### config.mk
export PLATFORM = sky130hd
export DESIGN_NAME = sport_irq_ctl
export DESIGN_NICKNAME = d
export VERILOG_FILES = /design/src/rtl/sport_irq_pkg.sv /design/src/rtl/sport_evt_latch.sv /design/src/rtl/sport_ctrl_reg.sv /design/src/rtl/sport_irq_gate.sv /design/src/rtl/sport_irq_ctl.sv
export SDC_FILE = /design/constraint.sdc
export NUM_CORES = 1
export LEC_CHECK = 0
export ABC_AREA = 1
export BUFFER_PORTS_ARGS = -buffer_cell sky130_fd_sc_hd__buf_2
export CORE_MARGIN = 1
export CORE_UTILIZATION = 34
export DETAILED_ROUTE_END_ITERATION = 10
export PLACE_DENSITY = 0.95
export SLEW_MARGIN = 30
export SYNTH_ARGS = -nofsm -noshare
export SYNTH_HDL_FRONTEND = slang
export SYNTH_SLANG_ARGS = --single-unit
### constraint.sdc
create_clock -name clk -period 1.2 [get_ports clk]
set_input_delay 0.12 -clock clk [delete_from_list [all_inputs] [get_ports clk]]
set_output_delay 0.12 -clock clk [all_outputs]
set_load 0.1 [all_outputs]
### src/rtl/sport_irq_pkg.sv
package sport_irq_pkg;
  localparam int unsigned N_EVT = 4;
  // status bit positions of the held conditions: tx, framing, break, overrun
  localparam int unsigned EVT_BIT [N_EVT] = '{0, 3, 4, 5};
  localparam int unsigned IDX_TX  = 0;
  localparam int unsigned IDX_FRM = 1;
  localparam int unsigned IDX_BRK = 2;
  localparam int unsigned IDX_OVR = 3;
  localparam int unsigned BIT_RX_TRIG = 1;
  localparam int unsigned BIT_RX_TMO  = 2;
  localparam int unsigned BIT_TX_SET  = 6;
  localparam int unsigned BIT_EN_TX   = 5;
  localparam int unsigned BIT_EN_RX   = 6;
  localparam int unsigned BIT_EN_ERR  = 7;
  localparam int unsigned OFS_STAT = 8'h08;
  localparam int unsigned OFS_CTRL = 8'h0C;

  typedef struct packed {
    logic err;
    logic rx;
    logic tx;
  } grp_en_t;
endpackage

### src/rtl/sport_evt_latch.sv
module sport_evt_latch (
  input  logic clk,
  input  logic rst_n,
  input  logic evt_i,
  input  logic clr_i,
  output logic q_o
);
  logic q_d;
  logic q_ce;

  always_comb begin
    q_ce = evt_i | clr_i;
    q_d  = evt_i ? 1'b1 : 1'b0;
  end

  always_ff @(posedge clk or negedge rst_n) begin
    if (!rst_n)    q_o <= 1'b0;
    else if (q_ce) q_o <= q_d;
  end


  evt_sets_chk: assert property (@(posedge clk) disable iff (!rst_n)
    evt_i |=> q_o);

  clr_drops_chk: assert property (@(posedge clk) disable iff (!rst_n)
    (clr_i && !evt_i) |=> !q_o);

  idle_holds_chk: assert property (@(posedge clk) disable iff (!rst_n)
    (!clr_i && !evt_i) |=> $stable(q_o));
endmodule

### src/rtl/sport_ctrl_reg.sv
module sport_ctrl_reg
  import sport_irq_pkg::*;
#(
  parameter int unsigned DATA_W = 32
) (
  input  logic              clk,
  input  logic              rst_n,
  input  logic              wr_hit_i,
  input  logic [DATA_W-1:0] wr_data_i,
  output grp_en_t           en_o
);
  grp_en_t en_d;

  always_comb begin
    en_d.tx  = wr_data_i[BIT_EN_TX];
    en_d.rx  = wr_data_i[BIT_EN_RX];
    en_d.err = wr_data_i[BIT_EN_ERR];
  end

  always_ff @(posedge clk or negedge rst_n) begin
    if (!rst_n)        en_o <= '0;
    else if (wr_hit_i) en_o <= en_d;
  end


  ctrl_hold_chk: assert property (@(posedge clk) disable iff (!rst_n)
    !wr_hit_i |=> $stable(en_o));
endmodule

### src/rtl/sport_irq_gate.sv
module sport_irq_gate
  import sport_irq_pkg::*;
(
  input  logic    clk,
  input  logic    rst_n,
  input  logic    pend_tx_i,
  input  logic    pend_rx_i,
  input  logic    pend_err_i,
  input  grp_en_t en_i,
  output logic    irq_o
);
  logic irq_d;

  always_comb begin
    irq_d = (pend_tx_i  & en_i.tx)
          | (pend_rx_i  & en_i.rx)
          | (pend_err_i & en_i.err);
  end

  always_ff @(posedge clk or negedge rst_n) begin
    if (!rst_n) irq_o <= 1'b0;
    else        irq_o <= irq_d;
  end


  irq_masked_chk: assert property (@(posedge clk) disable iff (!rst_n)
    (en_i == '0) |=> !irq_o);

  irq_rx_chk: assert property (@(posedge clk) disable iff (!rst_n)
    (pend_rx_i && en_i.rx) |=> irq_o);

  irq_idle_chk: assert property (@(posedge clk) disable iff (!rst_n)
    (!pend_tx_i && !pend_rx_i && !pend_err_i) |=> !irq_o);
endmodule

### src/rtl/sport_irq_ctl.sv
module sport_irq_ctl
  import sport_irq_pkg::*;
#(
  parameter int unsigned ADDR_W = 5,
  parameter int unsigned DATA_W = 32
) (
  input  logic              clk,
  input  logic              rst_n,
  input  logic              tx_evt_i,
  input  logic              frm_err_i,
  input  logic              brk_i,
  input  logic              ovr_i,
  input  logic              rx_trig_i,
  input  logic              rx_tmo_i,
  input  logic              wr_en_i,
  input  logic [ADDR_W-1:0] wr_addr_i,
  input  logic [DATA_W-1:0] wr_data_i,
  input  logic [ADDR_W-1:0] rd_addr_i,
  output logic [DATA_W-1:0] rd_data_o,
  output logic              irq_o
);
  localparam logic [ADDR_W-1:0] A_STAT = ADDR_W'(OFS_STAT);
  localparam logic [ADDR_W-1:0] A_CTRL = ADDR_W'(OFS_CTRL);

  logic             stat_wr;
  logic             ctrl_wr;
  logic             sw_set;
  logic [N_EVT-1:0] evt;
  logic [N_EVT-1:0] clr;
  logic [N_EVT-1:0] held;
  grp_en_t          en;
  logic [DATA_W-1:0] stat_word;
  logic [DATA_W-1:0] ctrl_word;

  always_comb begin
    stat_wr = wr_en_i && (wr_addr_i == A_STAT);
    ctrl_wr = wr_en_i && (wr_addr_i == A_CTRL);
    sw_set  = stat_wr && wr_data_i[BIT_TX_SET];
    evt[IDX_TX]  = tx_evt_i | sw_set;
    evt[IDX_FRM] = frm_err_i;
    evt[IDX_BRK] = brk_i;
    evt[IDX_OVR] = ovr_i;
  end

  for (genvar g = 0; g < N_EVT; g++) begin : g_evt
    assign clr[g] = stat_wr && wr_data_i[EVT_BIT[g]];
    sport_evt_latch u_latch (
      .clk   (clk),
      .rst_n (rst_n),
      .evt_i (evt[g]),
      .clr_i (clr[g]),
      .q_o   (held[g])
    );
  end

  sport_ctrl_reg #(.DATA_W(DATA_W)) u_ctrl (
    .clk       (clk),
    .rst_n     (rst_n),
    .wr_hit_i  (ctrl_wr),
    .wr_data_i (wr_data_i),
    .en_o      (en)
  );

  always_comb begin
    stat_word = '0;
    for (int i = 0; i < N_EVT; i++) stat_word[EVT_BIT[i]] = held[i];
    stat_word[BIT_RX_TRIG] = rx_trig_i;
    stat_word[BIT_RX_TMO]  = rx_tmo_i;
    ctrl_word = '0;
    ctrl_word[BIT_EN_TX]  = en.tx;
    ctrl_word[BIT_EN_RX]  = en.rx;
    ctrl_word[BIT_EN_ERR] = en.err;
    if (rd_addr_i == A_STAT)      rd_data_o = stat_word;
    else if (rd_addr_i == A_CTRL) rd_data_o = ctrl_word;
    else                          rd_data_o = '0;
  end

  sport_irq_gate u_gate (
    .clk        (clk),
    .rst_n      (rst_n),
    .pend_tx_i  (held[IDX_TX]),
    .pend_rx_i  (rx_trig_i | rx_tmo_i),
    .pend_err_i (held[IDX_FRM] | held[IDX_BRK] | held[IDX_OVR]),
    .en_i       (en),
    .irq_o      (irq_o)
  );


  rx_live_chk: assert property (@(posedge clk) disable iff (!rst_n)
    (rd_addr_i == A_STAT) |-> (rd_data_o[BIT_RX_TRIG] == rx_trig_i && rd_data_o[BIT_RX_TMO] == rx_tmo_i));

  txset_chk: assert property (@(posedge clk) disable iff (!rst_n)
    sw_set |=> held[IDX_TX]);

  unmapped_rd_chk: assert property (@(posedge clk) disable iff (!rst_n)
    (rd_addr_i != A_STAT && rd_addr_i != A_CTRL) |-> (rd_data_o == '0));
endmodule

==> results of run 1 <==
[path summary, 6_finish.rpt]
kind                                           start  slack, ps                    to  depth (start not counted)
min in group asynchronous                      rst_n        240  g_evt[1].u_latch.q_o                          2
worst max-delay path            g_evt[3].u_latch.q_o         50          rd_data_o[5]                          3
worst max register to register  g_evt[3].u_latch.q_o        290          u_gate.irq_o                          2
worst min register to register        u_ctrl.en_o[2]        490        u_ctrl.en_o[2]                          2
worst min-delay path                           ovr_i         50  g_evt[3].u_latch.q_o                          3
max in group asynchronous                      rst_n        780          u_gate.irq_o                          2
[metrics by stage]
| stage | instance area, sq um | setup slack, ps |
|---|---|---|
| after CTS | 1030 | 2.86 |
| after global routing | 1030 | 9.85 |
| after global placement | 996 | 89.0 |
| after floorplan | 845 | -247 |
| final | 1030 | 50.6 |
| after detailed placement | 996 | 61.2 |
[power groups by stage]
stage               Combinational, W  Clock [W]  Sequential (W)
finish                      0.000612   0.000202        0.000318
global route                0.000640   0.000225        0.000320
CTS                         0.000613   0.000210        0.000317
detailed placement          0.000610          0        0.000321
global placement            0.000600          0        0.000320
floorplan                   0.000499          0        0.000396
[cell families after synthesis]
logic type,synth area share [%]
buffers and inverters,38.4
other,0.556
and+or+nand+nor,25.6
DFF,29.7
AOI/OAI and AO/OA,5.75
[layout by cell type, fill, tap and decap left out, drive strengths merged]
cell and instances:
buf 35, clkbuf 3, conb 24, dfrtp 8
dlygate4sd3 1, inv 21, nand2 13, nand3 6
nand3b 1, nor2 15, nor3 1, o211ai 1
o21ai 5, o22ai 1
[metal layers]
metal | track usage, % | wire length, um
met1 | 11.0 | 468
met2 | 33.6 | 857
met5 | 0 | 0
met3 | 3.53 | 99
met4 | 7.06 | 0
[worst max-delay path, delay by kind of cell (launching register included)]
family	cells	cell delay [ps]
AOI/OAI and AO/OA	1	120
buffers and inverters	2	270
DFF	1	380
[final cells by class]
class | count | area share [%]
clock buffers | 3 | 2.19
inverters | 21 | 8.39
multi-input cells | 67 | 36.7
flip-flops and latches | 8 | 19.5
well taps | 25 | 3.04
repair buffers | 36 | 30.2
[state kept, by name, indices dropped and copies added (netlist names)]
register	cells
g_evt.u_latch.q_o	4
u_ctrl.en_o	3
u_gate.irq_o	1
[what timing repair did]
item,4_1_cts,5_1_grt
buffers inserted,0,0
endpoints found under the setup margin,0,1
endpoints found under the hold margin,8,0
gates resized for setup,0,1
hold buffers,1,0
==> flow_metrics.py, run 1 <==
metrics = {
    "power": {
        "p_leak_nw": 0.562,
        "power.clock.fraction_pct": 17.9,
        "power.combinational.fraction_pct": 54.1,
        "finalPower_w": 0.00113,
        "internal-power_w": 0.000502,
        "p_switching_w": 0.000629,
        "power.switching_fraction_pct": 55.6,
        "areal_power_density_over_the_cells_mw_per_mm2": 1100,
        "power_frac_seq_pct": 28.1,
        "worst_voltage_drop_across_the_vdd_grid_v": 0.000568,
    },
    "setup_path": {
        "slowest_stage": "sky130_fd_sc_hd__dfrtp_1",
        "critical_path_arrival_ps": 1030,
        "cp_cell_sequence": "inv_1 > o22ai_4 > buf_12",
        "cpPeakStageDelay_ps": 380,
        "start_kind": "register",
        "critPathCaptureType": "output pin",
        "worst-path-max-fanout": 3,
        "critPathKind": "reg -> out",
        "worstPathRequired_ps": 1080,
    },
    "logic_synthesis": {
        "postSynthCellCount": 97,
        "postSynthRegisterBits": 8,
        "synthTopCellsByArea": "sky130_fd_sc_hd__dfrtp_1 (30%), sky130_fd_sc_hd__buf_4 (27%), sky130_fd_sc_hd__inv_1 (11%)",
        "synth_top_area_share_pct": 29.7,
        "ys.warnings.count": 0,
        "count_leader_synth": "sky130_fd_sc_hd__buf_4",
        "synth_common_cells": "sky130_fd_sc_hd__buf_4 (24), sky130_fd_sc_hd__inv_1 (19), sky130_fd_sc_hd__nor2_1 (13)",
        "async_reset_ff_share_pct": 100,
        "syn_area_sq_um": 674,
        "post_synth_edffs": 0,
        "synth.avg_cell_area_sq_um": 6.95,
        "yosysSeqAreaShare_pct": 29.7,
        "synth-main-ff-cell": "sky130_fd_sc_hd__dfrtp_1",
        "yosys.area.top_type": "sky130_fd_sc_hd__dfrtp_1",
        "synth_cell_type_count": 18,
    },
    "floorplanning": {
        "floorplan.initialDensity_pct": 37.8,
        "die_area_sq_mm": 0.00217,
        "placementRows": 15,
        "io_pins": 84,
        "fp.dieH_um": 46.5,
        "fp.coreArea_sq_mm": 0.00178,
        "die-width_um": 46.5,
    },
    "finish": {
        "area.growth.synth_to_final_pct": 52.5,
        "insertedDiodeCount": 0,
        "final_layout_size_suffix_gt1_share_pct": 43.0,
        "fin_util_pct": 57.7,
        "multi_input_area_sq_um": 378,
        "layoutNonFillerInstCount": 160,
        "fin_nets": 188,
        "n_fill_cell": 169,
        "layout.area.seq_sq_um": 200,
    },
    "clocking": {
        "cts_max_path_buffers": 2,
        "cts_max_level": 1,
        "insertion_delay_ps": 250,
        "cts.sinks": 8,
        "cts_tree": "done",
        "tritoncts.num_buffers": 3,
        "clk_pin_slew_worst_paths_ps": 60,
        "cts_root_buffer": "sky130_fd_sc_hd__clkbuf_4",
    },
    "grt": {
        "grt_usage_pct": 15.2,
        "grt_remaining_overflow": 0,
        "grt_pass1_vias": 614,
        "maximum_number_of_pins_on_one_net_before_global_route_repair": 9,
        "grt_first_pass_wirelength_um": 2260,
        "antenna_found_initial": 0,
    },
    "routing": {
        "detail_route.first_pass.iterations": 4,
        "detail-route-antenna-nets": 0,
        "routed_wirelength_um": 1430,
        "num_vias": 626,
        "routed_wire_length_per_instance_um": 8.91,
        "detail_route.vias_per_cell": 3.91,
        "detailedRoute.firstIterationViolations": 3,
        "drcViolationCount": 0,
    },
    "placement": {
        "place.gp.congestion": 0.700,
        "place_inst": 156,
        "detailed_place_hpwl_um": 1310,
        "io_buffer_count": 33,
    },
    "run": {
        "cap_violations": 0,
    },
    "timing": {
        "min_period_ps": 1150,
        "final.setup.tns_ps": 0,
        "setup_viol": 0,
        "max_freq_mhz": 870,
        "layout_worst_path_cycle_share_pct": 95.8,
        "worst_clock_skew_ps": 12.7,
        "hold-worst-slack_ps": 46.7,
        "final-max-slew-violation-count": 0,
        "finalHoldViolations": 0,
        "rsz0062_at_grt": "false",
    },
    "worst_hold_path": {
        "min_path_type": "in -> reg",
    },
    "run_status": {
        "status": "completed",
    },
}
(Power assumes the default switching activity.)
==> run 2: changes to the inputs <==
--- a/config.mk
+++ b/config.mk
@@ -7,10 +7,13 @@
 export LEC_CHECK = 0
 export ABC_AREA = 1
 export BUFFER_PORTS_ARGS = -buffer_cell sky130_fd_sc_hd__buf_2
+export CELL_PAD_IN_SITES_DETAIL_PLACEMENT = 0
+export CELL_PAD_IN_SITES_GLOBAL_PLACEMENT = 2
+export CORE_ASPECT_RATIO = 1.75
 export CORE_MARGIN = 1
-export CORE_UTILIZATION = 34
+export CORE_UTILIZATION = 14
 export DETAILED_ROUTE_END_ITERATION = 10
-export PLACE_DENSITY = 0.95
+export PLACE_DENSITY = 0.94
 export SLEW_MARGIN = 30
 export SYNTH_ARGS = -nofsm -noshare
 export SYNTH_HDL_FRONTEND = slang
==> run 2 against run 1 <==
Compared with the run above: critical path depth unchanged; sequential power hardly changed; worst hold slack improved by 32 ps; highest routed layer is now met4; cell area up 6.6%; global-route usage fell by 8.5 points; flip-flop and latch count unchanged; the flow now finishes with violations (DRC).
==> flow_metrics.py, run 2 (synthesis results as in run 1) <==
metrics = {
    "floorplanning": {
        "io_pins": 84,
        "die-width_um": 54.5,
        "fp.coreArea_sq_mm": 0.00467,
        "die_area_sq_mm": 0.00511,
        "floorplan.initialDensity_pct": 14.5,
        "placementRows": 33,
        "fp.dieH_um": 93.8,
    },
    "clocking": {
        "insertion_delay_ps": 230,
        "clk_pin_slew_worst_paths_ps": 40,
        "cts_root_buffer": "sky130_fd_sc_hd__clkbuf_8",
        "cts.sinks": 8,
        "cts_max_path_buffers": 2,
        "cts_max_level": 1,
        "cts_tree": "done",
        "tritoncts.num_buffers": 3,
    },
    "power": {
        "p_leak_nw": 0.580,
        "finalPower_w": 0.00125,
        "worst_voltage_drop_across_the_vdd_grid_v": 0.000686,
        "areal_power_density_over_the_cells_mw_per_mm2": 1140,
    },
    "finish": {
        "largest_register_ff_count": 4,
        "mostFrequentLayoutCell": "sky130_fd_sc_hd__buf_2",
        "area.growth.synth_to_final_pct": 62.5,
        "final_design_area_no_fill_sq_mm": 0.00110,
        "fin_nets": 190,
        "fin_util_pct": 23.5,
        "layoutNonFillerInstCount": 189,
        "largest_register": "g_evt.u_latch.q_o",
        "insertedDiodeCount": 0,
        "largest_registers": "g_evt.u_latch.q_o: 4 flops, u_ctrl.en_o: 3 flops, u_gate.irq_o: 1 flops",
        "layout_common_cells": "sky130_fd_sc_hd__buf_2 (25), sky130_fd_sc_hd__conb_1 (24), sky130_fd_sc_hd__inv_1 (17)",
        "n_fill_cell": 509,
        "final_layout_size_suffix_gt1_share_pct": 43.8,
    },
    "timing": {
        "final-max-slew-violation-count": 0,
        "final.setup.tns_ps": 0,
        "worst_clock_skew_ps": 2.23,
        "max_freq_mhz": 865,
        "rsz0062_at_grt": "false",
        "finalHoldViolations": 0,
        "min_period_ps": 1160,
        "setup_viol": 0,
        "layout_worst_path_cycle_share_pct": 96.3,
    },
    "grt": {
        "grt_pass1_vias": 576,
        "maximum_number_of_pins_on_one_net_before_global_route_repair": 9,
        "antenna_found_initial": 0,
        "grt_remaining_overflow": 0,
        "grt_first_pass_wirelength_um": 2330,
        "grt_usage_pct": 6.67,
    },
    "placement": {
        "detailed_place_hpwl_um": 1330,
        "place_inst": 184,
        "io_buffer_count": 33,
        "placed_area_sq_mm": 0.00104,
        "place.gp.congestion": 0.694,
    },
    "worst_hold_path": {
        "hold_path_depth": 3,
        "min_path_type": "in -> reg",
    },
    "setup_path": {
        "worstPathRequired_ps": 1080,
        "critPathCaptureType": "output pin",
        "number_of_cells_on_the_worst_reg_to_reg_path": 2,
        "critPathKind": "reg -> out",
        "critical_path_arrival_ps": 1040,
        "worst-path-max-fanout": 3,
        "start_kind": "register",
    },
    "routing": {
        "num_vias": 647,
        "detail_route.vias_per_cell": 3.42,
        "drcViolationCount": 2,
        "detailedRoute.firstIterationViolations": 18,
        "routed_wirelength_um": 1470,
        "detail-route-antenna-nets": 0,
        "routed_wire_length_per_instance_um": 7.77,
        "detail_route.first_pass.iterations": 7,
    },
    "run_status": {
        "violations": "DRC",
        "status": "finished with violations",
    },
    "run": {
        "cap_violations": 0,
    },
}
==> run 2: cell types whose count changed in the layout (fill, tap and decap cells not counted), sizes merged <==
cell	change
buf	+2
==> run 2: cell type report <==
type	count	area [sq um]	share of cell area, %
multi-input combinational	67	378	34.5
tap	52	65.1	5.94
inverter	21	86.3	7.88
sequential	8	200	18.3
timing repair buffer	38	325	29.7
clock buffer	3	41.3	3.77
==> run 2: repair_timing <==
action	4_1_cts	5_1_grt
setup buffers	0	1
endpoints found under the setup margin	0	1
hold endpoints to repair	8	0
resized for setup	0	1
hold buffers	1	0
==> run 2: through the flow <==
stage | setup slack [ps] | hold WS (ps)
floorplan | -247 | -176
global placement | 92.4 | -30.1
detailed placement | 88.3 | -28.4
CTS | 11.4 | 75.9
global route | 7.53 | 97.0
finish | 43.9 | 78.2
==> run 2: final timing paths <==
kind	startpoint	to	slack (ps)
max in group asynchronous	rst_n	g_evt[2].u_latch.q_o	760
setup / recovery	u_ctrl.en_o[0]	rd_data_o[5]	40
hold reg to reg	g_evt[2].u_latch.q_o	g_evt[2].u_latch.q_o	500
min in group asynchronous	rst_n	u_ctrl.en_o[2]	270
setup reg to reg	g_evt[3].u_latch.q_o	u_gate.irq_o	360
hold / removal	frm_err_i	g_evt[1].u_latch.q_o	80
==> run 2: worst max-delay path, cell delays in order, from the launching register on <==
cell                      delay [ps]
sky130_fd_sc_hd__dfrtp_1         380
sky130_fd_sc_hd__inv_2            60
sky130_fd_sc_hd__o22ai_4         180
sky130_fd_sc_hd__buf_12          190
==> run 2: per-layer routing <==
metal	up-vias	global-route usage, %	routed length (um)
li1	320	-	-
met1	272	6.50	546
met2	53	10.6	717
met3	2	1.29	155
met4	0	7.05	49
met5	-	0	0
==> run 2: power breakdown <==
| group | switching, W | total, W | leakage (nW) | internal (W) |
|---|---|---|---|---|
| clock network | 0.0000991 | 0.000316 | 0.0216 | 0.000217 |
| logic | 0.000523 | 0.000619 | 0.472 | 0.0000953 |
| registers | 0.0000175 | 0.000319 | 0.0858 | 0.000301 |
| total | 0.000640 | 0.00125 | 0.580 | 0.000613 |
